==> src/rtl/chan_serial_rf.sv <==
module chan_serial_rf #(
  parameter  int NCH = 4,
  parameter  int NST = 3,
  parameter  int W   = 16,
  localparam int CW  = (NCH > 1) ? $clog2(NCH) : 1,
  localparam int SW  = (NST > 1) ? $clog2(NST) : 1
) (
  input  logic          clk,
  input  logic          rst_n,
  input  logic          adv_i,
  input  logic [SW-1:0] rd_sel_i,
  input  logic          wr_en_i,
  input  logic [SW-1:0] wr_idx_i,
  input  logic [W-1:0]  wr_data_i,
  output logic [W-1:0]  rd_data_o,
  output logic [CW-1:0] chan_o
);

  logic [NCH-1:0][NST-1:0][W-1:0] ring;
  logic [NCH-1:0][NST-1:0][W-1:0] adv_src;
  logic [NCH-1:0][NST-1:0][W-1:0] stay_src;
  logic [NST-1:0]                 wen;
  logic [NST-1:0][W-1:0]          front_nx;
  logic [CW-1:0]                  chan;

  for (genvar s = 0; s < NST; s++) begin : g_state
    assign wen[s]      = wr_en_i && (wr_idx_i == SW'(s));
    assign front_nx[s] = wen[s] ? wr_data_i : ring[0][s];
  end

  for (genvar c = 0; c < NCH; c++) begin : g_slot
    if (c == NCH - 1) begin : g_tail
      assign adv_src[c] = front_nx;
    end else begin : g_mid
      assign adv_src[c] = ring[c+1];
    end
    if (c == 0) begin : g_head
      assign stay_src[c] = front_nx;
    end else begin : g_rest
      assign stay_src[c] = ring[c];
    end
    always_ff @(posedge clk) begin
      if (!rst_n)     ring[c] <= '0;
      else if (adv_i) ring[c] <= adv_src[c];
      else            ring[c] <= stay_src[c];
    end
  end

  always_ff @(posedge clk) begin
    if (!rst_n)     chan <= '0;
    else if (adv_i) chan <= (chan == CW'(NCH - 1)) ? '0 : chan + 1'b1;
  end

  assign chan_o    = chan;
  assign rd_data_o = (int'(rd_sel_i) < NST) ? ring[0][rd_sel_i] : '0;

  assert_chan_step_R4: assert property (@(posedge clk) disable iff (!rst_n)
    $past(rst_n) && $past(adv_i) |->
      chan_o == (($past(chan_o) == CW'(NCH - 1)) ? '0 : $past(chan_o) + 1'b1));

  assert_chan_hold_R4: assert property (@(posedge clk) disable iff (!rst_n)
    $past(rst_n) && !$past(adv_i) |-> $stable(chan_o));

  assert_write_lands_R2: assert property (@(posedge clk) disable iff (!rst_n)
    $past(rst_n) && $past(wr_en_i) && !$past(adv_i) && (int'($past(wr_idx_i)) < NST) |->
      ring[0][$past(wr_idx_i)] == $past(wr_data_i));

  assert_write_outgoing_R6: assert property (@(posedge clk) disable iff (!rst_n)
    $past(rst_n) && $past(wr_en_i) && $past(adv_i) && (int'($past(wr_idx_i)) < NST) |->
      ring[NCH-1][$past(wr_idx_i)] == $past(wr_data_i));

  assert_idle_stable_R7: assert property (@(posedge clk) disable iff (!rst_n)
    $past(rst_n) && !$past(wr_en_i) && !$past(adv_i) |-> $stable(ring));

  assert_rotate_R5: assert property (@(posedge clk) disable iff (!rst_n)
    $past(rst_n) && $past(adv_i) && !$past(wr_en_i) |-> ring[NCH-1] == $past(ring[0]));

  assert_oob_write_R8: assert property (@(posedge clk) disable iff (!rst_n)
    $past(rst_n) && !$past(adv_i) && (int'($past(wr_idx_i)) >= NST) |-> $stable(ring));

  assert_one_enable_R9: assert property (@(posedge clk) disable iff (!rst_n)
    $onehot0(wen));

endmodule

==> config.mk <==
export PLATFORM = sky130hd
export DESIGN_NAME = chan_serial_rf
export DESIGN_NICKNAME = d
export VERILOG_FILES = /design/src/rtl/chan_serial_rf.sv
export SDC_FILE = /design/constraint.sdc
export NUM_CORES = 1
export LEC_CHECK = 0
export CORE_UTILIZATION = 59
export CTS_CLUSTER_SIZE = 25
export DETAILED_ROUTE_END_ITERATION = 7
export PLACE_DENSITY = 0.86
export SYNTH_ARGS = -nofsm -noshare
export SYNTH_HDL_FRONTEND = slang
export SYNTH_SLANG_ARGS = --single-unit
==> constraint.sdc <==
create_clock -name clk -period 1.8 [get_ports clk]
set_clock_uncertainty 0.2 [all_clocks]
set_input_delay 0.36 -clock clk [delete_from_list [all_inputs] [get_ports clk]]
set_output_delay 0.36 -clock clk [all_outputs]
set_load 0.03 [all_outputs]
Word-level counts from Yosys, hierarchy flattened --
Index checks and enable logic that the tools add are counted.
Cells by class: $add $sub $neg 1, $lt $le $gt $ge 2, equality and inequality tests 3, mux-type cells 8, reductions and logical operators 4
Operator list (count):
- two-way mux 16 bit | 5
- two-way mux 48 bit | 1
- binary-select mux 16 bit (select 2 bit) | 1
- == test 2 bit, second input constant | 2
- logical AND 1 bit | 3
- less-than comparator 2 x 3 -> 1 bit, second input constant | 1
- adder 2 x 1 -> 2 bit, second input constant | 1
- == test 2 x 1 -> 1 bit, second input constant | 1
- logical NOT 2 bit | 1
- less-than comparator 2 bit, second input constant | 1
- two-way mux 2 bit | 1
Storage, ports and cells: bits in registers 194, input port bits 24, output and inout port bits 18, logic and storage cells 31

Depth between registers and ports, before layout --
word-level depth 4, mapped depth 6, depth with buffers taken out 4

Worst setup path before layout --
No wires, ideal clock.
kind input -> output, start point input rd_sel_i[1], end point output rd_data_o[11], data arrival time 1622 ps, required time 1240 ps, path slack -382 ps, cell stages on the path 4, path buffers 2, cell sequence buf_2 > buf_2 > mux2i_1 > o21ai_0
Between the ends: word-level cells in the longest chain between the ends 3
Ends and longest elaborated chain:
- from (decl) | RTL line 11 | input logic [SW-1:0] rd_sel_i,
- binary-select mux 16 bit (select 2 bit) | RTL line 55 | assign rd_data_o = (int'(rd_sel_i) < NST) ? ring[0][rd_sel_i] : '0;
- two-way mux 16 bit (implied by the code) | RTL line 55
- two-way mux 16 bit (*) | RTL line 55
- to (decl) | RTL line 15 | output logic [W-1:0] rd_data_o,
Mark *: on every way between the ends. The rest lies on a longest branch, timed or not. The select of a mux whose other input is x is not followed.

Worst setup path in the final report --
start point register ring[5] (netlist name), end point output rd_data_o[5]
Between the ends: word-level cells in the longest chain between the ends 3
Ends and longest elaborated chain:
- from (decl) | RTL line 19 | logic [NCH-1:0][NST-1:0][W-1:0] ring;
- from (signal, indexed assignment) | RTL line 44 | else if (adv_i) ring[c] <= adv_src[c];
- from (signal, indexed assignment) | RTL line 45 | else ring[c] <= stay_src[c];
- binary-select mux 16 bit (select 2 bit) | RTL line 55
- two-way mux 16 bit (implied by the code) | RTL line 55
- two-way mux 16 bit | RTL line 55
Every way passes these cells. The select of a mux whose other input is x is not followed.

==> impl_metrics.yaml <==
status:
  status: "finished clean"
power:
  power_density_nw_per_um2: 1030
  peakVddDrop_uv: 885
  leakage_nw: 3.52
routing:
  vias: 6251
  wl_um: 19000
  post_drt_wl_per_cell_um: 18.5
  drtIter0Drc: 706
  postRouteAntennaNets: 0
  firstDrtPassIters: 5
  via_per_inst: 6.08
  drcViolationCount: 0
finish:
  syn2layout_area_growth_pct: 17.4
  layout-drive-gt1-share: 0.134
  insertedDiodeCount: 0
  nets: 868
  final_core_util: 0.716
  stdcell_count: 1028
floorplan:
  pin_count: 42
  die_y_um: 116
  start_util: 0.610
  die_width_um: 116
  num_rows: 41
  core_region_area_um2: 12700
  dieArea_um2: 13600
global_routing:
  gr-total-overflow: 0
  grt_usage: 0.287
  antenna_found_initial: 0
  grt_pass1_wl_um: 29400
  grt_max_degree: 57
  grt_pass1_vias: 5972
clocking:
  cts_made_buffers: 17
  cts_setup_buffers: 0
  htreeDepth: 4
  cts_tree: "done"
  clock_sink_count: 194
  clk_path_buf_depth: 2
  clk_latency_ns: 0.43
  clkSlewWorstSetupHoldPaths_ns: 0.07
  root_buffer: "clkbuf_16"
place:
  place_congestion: 0.822
  detailed_place_hpwl_um: 12200
  io_buffers: 41
  dp_slack_ns: -0.667
  dp_cells: 995
synth:
  synth-warning-count: 0
  synth_cell_types: 19
  synthCells: 825
  synth_area_um2: 7730
  synth_edf_count: 0
  synth-main-ff-cell: "dfxtp_1"
  synthTopCellsByCount: "dfxtp_1, mux2i_1, o21ai_0, nor2b_1, nand2_1"
  ys_top_cells_by_area: "dfxtp_1, mux2i_1, nor2b_1"
  ys_seq_area_frac: 0.503
  async_flop_share: 0
  avgSynthCellArea_um2: 9.37
  yosysMostFrequentCell: "dfxtp_1"
  yosys_register_bits: 194
  syn_nets: 850
  yosysTopAreaCellShare: 0.503
  yosysTopAreaCell: "dfxtp_1"
timing:
  rsz0062_at_grt: "yes"
  finalSetupViolCount: 0
  tns_ns: 0
  tightest_slew_ns: 0.344
  finalCriticalPeriod_ns: 1.80
  slew_headroom: 0.771
  fin_crit_sh: 0.999
  fin_ws_ns: 0.00206
  hold_violations: 0
  fmax_ghz: 0.556
  slew_viol_final: 0
worst_setup_path:
  crit_arrival_ns: 1.24
  end_kind: "output port"
  crit_path_max_fanout: 2
  crit_buf_inv: 1
  crit_path_top_delay_cell: "dfxtp_4"
  start_kind: "flip-flop"
  path_class: "flip-flop to output port"
  cp_cell_sequence: "mux2i_1 > o21ai_1 > buf_4"
  required_ns: 1.24
  max_stage_delay_ns: 0.37
  path_delay_family: "flip-flops"
hold_path:
  hold_class: "primary input to flip-flop"
run:
  drv_cap: 0
## where the power goes
| group | total, mW | switching (mW) | internal [mW] |
|---|---|---|---|
| clock network | 3.78 | 1.68 | 2.10 |
| registers | 4.61 | 0.126 | 4.49 |
| logic | 0.954 | 0.541 | 0.412 |
## what timing repair did
| action | in CTS | in global routing |
|---|---|---|
| setup endpoints to repair | 18 | 12 |
| resized for setup | 31 | 19 |
| hold buffers | 0 | 0 |
| gates cloned | 1 | 0 |
## sequential cells by signal (all words and copies together) (netlist names)
signal,cells
adv_src,144
chan_o,2
ring,48
## worst register-to-register path, stage by stage (launching register included)
cell and delay [ns]:
dfxtp_1 0.33, ha_1 0.30, mux2i_1 0.17, nor2b_1 0.06
## logic make-up after synthesis
group,share of synthesized area
fa+ha+maj,0.00162
mux,0.146
buf+inv,0.0457
simple gates,0.134
compound gates,0.170
flops,0.503
## cell usage in the layout (no fill, tap or decap), drive strengths merged
cell type        n
a21oi           81
a31oi           56
and3b            2
buf             47
bufinv           2
clkbuf          19
clkdlybuf4s15    1
clkdlybuf4s50   19
clkinv           3
clkinvlp         4
dfxtp          194
ha               1
inv              6
mux2i          113
nand2           92
nand3b           2
nor2b           99
nor3b            2
o21ai          112
or3b             1
## layout make-up
type	count	area, um^2
Clock inverter	14	151
Tap cell	172	215
Inverter	1	3.75
Clock buffer	18	439
Multi-Input combinational cell	561	3550
Timing Repair Buffer	68	802
Sequential cell	194	3910
Fill cell	864	3600
## metal layers
layer / vias up / wire [um] / track usage
li1: 2929 / - / -
met1: 2997 / 8030 / 0.352
met2: 267 / 8990 / 0.472
met3: 58 / 1380 / 0.0799
met4: 0 / 587 / 0.129
met5: - / 0 / 0
## metrics by stage
step	cell area, um^2	hold WS (ns)	power, mW
after floorplan	7770	0.252	5.27
after global placement	8410	0.265	5.56
after detailed placement	8410	0.276	5.62
after CTS	9040	0.152	9.34
after global routing	9070	0.173	9.63
final	9070	0.167	9.35
## final timing paths
kind | cells past startpoint | to | from | slack, ns
setup / recovery | 3 | rd_data_o[5] | ring[5] | 0.002
hold / removal | 3 | ring[19] | rst_n | 0.17
setup reg to reg | 3 | chan_o[1] | chan_o[0] | 0.63
hold reg to reg | 2 | adv_src[112] | ring[16] | 0.30
(Power assumes the default switching activity.)
